`src/rtl/vb_pkg.sv`:
```
// Shared types for the victim line store.
package vb_pkg;
    // Where an accepted insert lands.
    typedef enum logic [1:0] {
        SLOT_FREE  = 2'd0,
        SLOT_CLEAN = 2'd1,
        SLOT_NONE  = 2'd2
    } alloc_kind_e;
endpackage

```
`src/rtl/vb_match.sv`:
```
// Fully associative address compare across all slots.
// Assumes no two occupied slots hold the same address (the L1 never
// evicts a line that is already held here).
module vb_match #(
    parameter int SLOTS   = 4,
    parameter int LINE_AW = 16,
    localparam int IW     = (SLOTS > 1) ? $clog2(SLOTS) : 1
) (
    input  logic               clk,
    input  logic               rst_n,
    input  logic [SLOTS-1:0]   ent_valid,
    input  logic [LINE_AW-1:0] ent_addr [SLOTS],
    input  logic [LINE_AW-1:0] key,
    output logic [SLOTS-1:0]   hit_vec,
    output logic [IW-1:0]      hit_idx,
    output logic               any_hit
);
    // One comparator per slot.
    for (genvar g = 0; g < SLOTS; g++) begin : g_cmp
        assign hit_vec[g] = ent_valid[g] && (ent_addr[g] == key);
    end

    // Encode the matching slot index.
    always_comb begin : p_encode
        hit_idx = '0;
        for (int i = 0; i < SLOTS; i++) begin
            if (hit_vec[i]) hit_idx = IW'(i);
        end
    end

    assign any_hit = |hit_vec;

    // an address is held in at most one slot
    a_r2_single_match: assert property (@(posedge clk) disable iff (!rst_n)
        $onehot0(hit_vec));
endmodule

```
`src/rtl/vb_age_matrix.sv`:
```
// Pairwise insertion-order matrix: older_o[i][j] is 1 when slot i was filled
// before slot j. Assumes at most one slot is filled per cycle.
module vb_age_matrix #(
    parameter int SLOTS = 4,
    localparam int IW   = (SLOTS > 1) ? $clog2(SLOTS) : 1
) (
    input  logic             clk,
    input  logic             rst_n,
    input  logic             ins_en,
    input  logic [IW-1:0]    ins_slot,
    output logic [SLOTS-1:0] older_o [SLOTS]
);
    // Newest slot becomes younger than every other slot.
    always_ff @(posedge clk) begin : p_age
        if (!rst_n) begin
            for (int i = 0; i < SLOTS; i++)
                for (int j = 0; j < SLOTS; j++)
                    older_o[i][j] <= (i < j);
        end else if (ins_en) begin
            for (int j = 0; j < SLOTS; j++) begin
                older_o[ins_slot][j] <= 1'b0;
                older_o[j][ins_slot] <= (j != int'(ins_slot));
            end
        end
    end
endmodule

```
`src/rtl/vb_oldest.sv`:
```
// Picks the earliest-filled slot among those set in a mask, using the age
// matrix. Assumes the matrix is a strict total order.
module vb_oldest #(
    parameter int SLOTS = 4,
    localparam int IW   = (SLOTS > 1) ? $clog2(SLOTS) : 1
) (
    input  logic [SLOTS-1:0] older [SLOTS],
    input  logic [SLOTS-1:0] mask,
    output logic             any,
    output logic [IW-1:0]    idx
);
    logic [SLOTS-1:0] sel;

    // A candidate wins when no other masked slot is older than it.
    always_comb begin : p_pick
        logic cand;
        sel = '0;
        idx = '0;
        for (int i = 0; i < SLOTS; i++) begin
            cand = mask[i];
            for (int j = 0; j < SLOTS; j++) begin
                if (j != i && mask[j] && older[j][i]) cand = 1'b0;
            end
            sel[i] = cand;
        end
        for (int i = 0; i < SLOTS; i++) begin
            if (sel[i]) idx = IW'(i);
        end
    end

    assign any = |mask;
endmodule

```
`src/rtl/victim_buffer.sv`:
```
// Victim line store with an integrated writeback queue.
// Holds SLOTS fully associative lines evicted from an L1. Lookups answer in
// the same cycle and free the slot on a hit. Dirty lines drain oldest first
// through a valid/ready port. Inserts take a free slot, else the oldest clean
// line. Assumes the L1 never inserts an address already held here, nor the
// address it is looking up in that cycle.
module victim_buffer #(
    parameter int LINE_AW = 16,
    parameter int LINE_DW = 32,
    parameter int SLOTS   = 4
) (
    input  logic               clk,
    input  logic               rst_n,
    input  logic               lk_valid,
    input  logic [LINE_AW-1:0] lk_addr,
    output logic               lk_hit,
    output logic [LINE_DW-1:0] lk_data,
    output logic               lk_dirty,
    input  logic               ins_valid,
    output logic               ins_ready,
    input  logic [LINE_AW-1:0] ins_addr,
    input  logic [LINE_DW-1:0] ins_data,
    input  logic               ins_dirty,
    output logic               dr_valid,
    input  logic               dr_ready,
    output logic [LINE_AW-1:0] dr_addr,
    output logic [LINE_DW-1:0] dr_data
);
    import vb_pkg::*;

    localparam int IW = (SLOTS > 1) ? $clog2(SLOTS) : 1;

    logic [SLOTS-1:0]   valid_q;
    logic [SLOTS-1:0]   dirty_q;
    logic [LINE_AW-1:0] addr_q [SLOTS];
    logic [LINE_DW-1:0] data_q [SLOTS];
    logic [SLOTS-1:0]   older [SLOTS];

    logic [SLOTS-1:0] hit_vec;
    logic [IW-1:0]    hit_idx;
    logic             any_hit;
    logic             dr_any, clean_any, free_any;
    logic [IW-1:0]    dr_idx, clean_idx, free_idx, ins_slot;
    logic             dr_fire, ins_fire;
    alloc_kind_e      kind;

    vb_match #(.SLOTS(SLOTS), .LINE_AW(LINE_AW)) u_match (
        .clk      (clk),
        .rst_n    (rst_n),
        .ent_valid(valid_q),
        .ent_addr (addr_q),
        .key      (lk_addr),
        .hit_vec  (hit_vec),
        .hit_idx  (hit_idx),
        .any_hit  (any_hit)
    );

    vb_age_matrix #(.SLOTS(SLOTS)) u_age (
        .clk     (clk),
        .rst_n   (rst_n),
        .ins_en  (ins_fire),
        .ins_slot(ins_slot),
        .older_o (older)
    );

    vb_oldest #(.SLOTS(SLOTS)) u_old_dirty (
        .older(older),
        .mask (valid_q & dirty_q),
        .any  (dr_any),
        .idx  (dr_idx)
    );

    vb_oldest #(.SLOTS(SLOTS)) u_old_clean (
        .older(older),
        .mask (valid_q & ~dirty_q),
        .any  (clean_any),
        .idx  (clean_idx)
    );

    // Lookup response, valid in the request cycle.
    assign lk_hit   = lk_valid && any_hit;
    assign lk_data  = data_q[hit_idx];
    assign lk_dirty = lk_hit && dirty_q[hit_idx] && !(dr_fire && dr_idx == hit_idx);

    // Drain port shows the earliest dirty slot.
    assign dr_valid = dr_any;
    assign dr_addr  = addr_q[dr_idx];
    assign dr_data  = data_q[dr_idx];
    assign dr_fire  = dr_valid && dr_ready;

    // Lowest-numbered empty slot.
    always_comb begin : p_free
        free_any = !(&valid_q);
        free_idx = '0;
        for (int i = SLOTS - 1; i >= 0; i--) begin
            if (!valid_q[i]) free_idx = IW'(i);
        end
    end

    // Insert target: empty slot first, then oldest clean line.
    always_comb begin : p_alloc
        if (free_any) begin
            kind     = SLOT_FREE;
            ins_slot = free_idx;
        end else if (clean_any) begin
            kind     = SLOT_CLEAN;
            ins_slot = clean_idx;
        end else begin
            kind     = SLOT_NONE;
            ins_slot = free_idx;
        end
    end

    assign ins_ready = (kind != SLOT_NONE);
    assign ins_fire  = ins_valid && ins_ready;

    // Slot state: a fill wins, otherwise a hit frees and a drain cleans.
    always_ff @(posedge clk) begin : p_slots
        if (!rst_n) begin
            valid_q <= '0;
            dirty_q <= '0;
        end else begin
            for (int i = 0; i < SLOTS; i++) begin
                if (ins_fire && ins_slot == IW'(i)) begin
                    valid_q[i] <= 1'b1;
                    dirty_q[i] <= ins_dirty;
                    addr_q[i]  <= ins_addr;
                    data_q[i]  <= ins_data;
                end else if (lk_hit && hit_idx == IW'(i)) begin
                    valid_q[i] <= 1'b0;
                    dirty_q[i] <= 1'b0;
                end else if (dr_fire && dr_idx == IW'(i)) begin
                    dirty_q[i] <= 1'b0;
                end
            end
        end
    end

    // a stalled drain offer holds unless the lookup takes it back
    a_r6_drain_hold: assert property (@(posedge clk) disable iff (!rst_n)
        dr_valid && !dr_ready && !(lk_valid && lk_addr == dr_addr)
        |=> dr_valid && $stable(dr_addr) && $stable(dr_data));

    // a refused insert always has a pending drain to wait on
    a_r7_block_has_drain: assert property (@(posedge clk) disable iff (!rst_n)
        !ins_ready |-> dr_valid);

    // a line returned dirty is still queued for writeback
    a_r4_dirty_queued: assert property (@(posedge clk) disable iff (!rst_n)
        lk_hit && lk_dirty |-> dr_valid);

    // a drain completing on the looked-up line returns it clean
    a_r9_fire_clears: assert property (@(posedge clk) disable iff (!rst_n)
        lk_hit && dr_valid && dr_ready && lk_addr == dr_addr |-> !lk_dirty);

    // a hit line is gone in the next cycle
    a_r3_hit_frees: assert property (@(posedge clk) disable iff (!rst_n)
        lk_hit && !(ins_valid && ins_ready && ins_addr == lk_addr)
        |=> !(lk_hit && lk_addr == $past(lk_addr)));
endmodule

```
`config.mk`:
```
export PLATFORM = sky130hd
export DESIGN_NAME = victim_buffer
export DESIGN_NICKNAME = d
export VERILOG_FILES = /design/src/rtl/vb_pkg.sv /design/src/rtl/vb_match.sv /design/src/rtl/vb_age_matrix.sv /design/src/rtl/vb_oldest.sv /design/src/rtl/victim_buffer.sv
export SDC_FILE = /design/constraint.sdc
export NUM_CORES = 1
export LEC_CHECK = 0
export BUFFER_PORTS_ARGS = -buffer_cell sky130_fd_sc_hd__buf_2
export CORE_UTILIZATION = 45
export CTS_BUF_LIST = sky130_fd_sc_hd__clkbuf_8
export DETAILED_ROUTE_END_ITERATION = 10
export PLACE_DENSITY_LB_ADDON = 0.05
export RECOVER_POWER = 50
export SLEW_MARGIN = 5
export SYNTH_ARGS = -nofsm -noshare
export SYNTH_HDL_FRONTEND = slang
export SYNTH_SLANG_ARGS = --single-unit
```
`constraint.sdc`:
```
create_clock -name clk -period 6.73 [get_ports clk]
set_clock_uncertainty 0.05 [all_clocks]
set_input_delay 1.346 -clock clk [delete_from_list [all_inputs] [get_ports clk]]
set_output_delay 1.346 -clock clk [all_outputs]
set_load 0.01 [all_outputs]
```
==> impl_metrics.csv <==
group,metric,value,unit
sta,fin_crit_sh,0.818,
min_path,hp-class,"flop to flop",
global_routing,grt_pass1_wl,41.4,mm
placement,port_buffers,153,
sta,setup_tns,0,ps
drt,drc,0,
setup_path,end_kind,"primary output",
power_and_ir_drop,p_switching,637,uW
cts,postCtsSetupBuffers,0,
logic_synthesis,synth_largest_area_cell,"edfxtp_1",
power_and_ir_drop,pwr-share-seq,0.544,
logic_synthesis,ys_seq_elements,209,
floorplan,initial_core_util,0.458,
logic_synthesis,yosys_warnings,0,
setup_path,start_kind,"input port",
logic_synthesis,syn-num-nets,993,
cts,clockBufferDepth,3,
power_and_ir_drop,irDropWorstVdd,144,uV
logic_synthesis,synth_area_per_cell,11.2,um^2
sta,rsz0062_at_grt,"false",
setup_path,required,5330,ps
cts,ctsResizeCount,0,
placement,pre_cts_slack,1220,ps
outcome,violations,"capacitance limit, slew limit",
cts,cts_made_buffers,37,
logic_synthesis,synth_seq_area_share,0.590,
logic_synthesis,synth_area,0.0103,mm^2
outcome,run_status,"finished, violations left",
logic_synthesis,yosysUniqueCellTypes,52,
cts,ctsHoldBuffers,0,
sta,finalHoldViolCount,0,
logic_synthesis,synthTopCellsByArea,"edfxtp_1 (56%), mux2i_1 (11%), nand2_1 (5.0%)",
cts,cts_tree,"built",
drt,final_antenna_net_count,0,
floorplan,core_region_area,0.0226,mm^2
drt,vias,7493,
global_routing,grt_pass1_vias,7406,
layout,fin_nets,1148,
drt,drt_iter0_drc,415,
global_routing,antenna_found_initial,1,
logic_synthesis,syn_inst,923,
power_and_ir_drop,p_sw_frac,0.235,
cts,cts.sinks,209,
drt,wl,27.4,mm
layout,multi_input_area,0.00390,mm^2
power_and_ir_drop,leakagePower,5.02,nW
setup_path,crit_fanout,21,
logic_synthesis,synthArstFlopShare,0,
sta,fmax,0.182,GHz
floorplan,std_cell_rows,55,
drt,drtPass1Iterations,5,
cts,htree_num_levels,2,
global_routing,overflow,0,
floorplan,fp.dieW,154,um
placement,gp_congestion,0.875,
setup_path,criticalPathCategory,"input port to primary output",
global_routing,grt.total_usage,0.232,
power_and_ir_drop,intPower,2.07,mW
layout,regArea,0.00611,mm^2
drt,wire_per_inst,19.8,um
floorplan,die_h,154,um
sta,hold_ws,420,ps
drt,viasPerCell,5.41,
sta,fin_ws,1220,ps
layout,stdcell_count,1384,
logic_synthesis,synth-edff-count,192,
setup_path,crit_arrival,4110,ps
cts,clock_latency,530,ps
sta,period_minus_slack,5510,ps
power_and_ir_drop,power.share.clock,0.383,
layout,area_delta_synth_final,15.5,%
global_routing,grt_max_degree,77,
sta,worst_pin_slew,2900,ps
sta,setup_viol_count_final,0,
cts,clockRootBuffer,"clkbuf_8",
power_and_ir_drop,p_per_area,226,mW/mm^2
floorplan,dieArea,0.0236,mm^2
placement,placedCellCount,1324,
logic_synthesis,synth_top_area_frac,0.557,
cts,clk_pin_slew,60,ps
flow_run,cap_violations,3,
logic_synthesis,ys.flop_type,"edfxtp_1",
placement,hpwl,17.1,mm
power_and_ir_drop,p_comb_frac,0.073,
sta,slew_headroom,-0.942,
sta,final_max_slew_viol_count,55,
layout,fillers,2029,
layout,drive_gt1_frac,0.151,
floorplan,ioPinCount,154,
## state kept, by name (all words and copies together) (netlist names), named ones only
register and flops:
valid_q 4, u_age.older_o 6, dirty_q 4, data_q 128
addr_q 64
## path summary, 6_finish.rpt
kind	from	slack, ps	cells past startpoint	end
max reg2reg	valid_q[3]$_SDFFE_PN0P_	1330	7	data_q[2][8]$_DFFE_PP_
min reg2reg	u_age.older_o[7]$_SDFFE_PN1P_	420	2	u_age.older_o[7]$_SDFFE_PN1P_
min	u_age.older_o[7]$_SDFFE_PN1P_	420	2	u_age.older_o[7]$_SDFFE_PN1P_
max	lk_addr[0]	1220	10	lk_data[14]
## critical path: stages
cell and delay (ps):
buf_2 140, xor2_1 190, nor4_1 300, nand2_1 110
or4_2 1080, buf_4 400, mux2i_1 150, mux2i_1 130
nand2_1 100, buf_2 150
## cell usage after synthesis (2+ instances only)
master and instances:
a21boi_0 2, a21o_1 2, a21oi_1 55, a31o_2 2, a31oi_1 3, and2_1 2
and3_1 2, buf_1 7, buf_2 2, clkbuf_1 42, dfxtp_1 17, edfxtp_1 192
inv_1 41, mux2i_1 113, nand2_1 139, nand2b_1 4, nand3_1 12, nand3b_1 6
nand4_1 13, nor2_1 59, nor2b_1 5, nor3_1 5, nor3b_1 4, nor4_1 12
nor4b_1 2, nor4bb_1 2, o21a_1 2, o21ai_0 84, o41ai_1 2, or4_1 5
xnor2_1 31, xor2_1 34
## through the flow
step	util	cell area [um^2]	total power [mW]
after global routing	0.529	12000	2.81
after floorplan	-	10300	1.60
after global placement	0.506	11400	1.70
after detailed placement	0.506	11400	1.70
final	0.530	12000	2.71
after CTS	0.534	12000	2.74
## layout make-up
type / instances / area share
Tap cell: 285 / 0.0298
Clock buffer: 37 / 0.0426
Inverter: 41 / 0.0129
Sequential cell: 209 / 0.511
Antenna cell: 1 / 0.000209
Timing Repair Buffer: 167 / 0.0676
Multi-Input combinational cell: 622 / 0.326
Clock inverter: 22 / 0.00984
## kinds of logic after synthesis
group           Yosys count  synth area share
flops                   209             0.590
simple gates            279             0.123
xor+xnor                 65            0.0550
mux                     113             0.109
buf+inv                  92            0.0336
compound gates          165            0.0884
## power by group through the flow
stage / clock network (mW) / registers [mW] / logic (mW)
after detailed placement: 0 / 1.50 / 0.204
final: 1.04 / 1.47 / 0.197
after global placement: 0 / 1.50 / 0.203
after CTS: 1.07 / 1.47 / 0.205
after global routing: 1.12 / 1.47 / 0.217
after floorplan: 0 / 1.49 / 0.110
## per-layer routing
layer	up-vias	track usage	wire length, um
li1	3630	-	-
met1	3603	0.287	11700
met2	211	0.405	13500
met3	49	0.0462	1570
met4	0	0.0752	609
met5	-	0	0
## placed cells by master (no fill, tap or decap), types with 3 or more instances in the layout
cell	count
o21ai_0	84
nand2_1	139
nor3b_1	4
nand3_1	12
nor4_1	12
inv_1	51
nand2b_1	4
dfxtp_1	17
nor2b_1	5
xor2_1	34
buf_4	14
a21oi_1	55
nor3_1	5
nor2_1	59
nand4_1	13
edfxtp_1	192
nand3b_1	6
xnor2_1	31
a31oi_1	3
clkinv_1	8
mux2i_1	113
buf_2	103
clkbuf_1	50
clkbuf_8	37
or4_1	3
(Power assumes the default switching activity.)
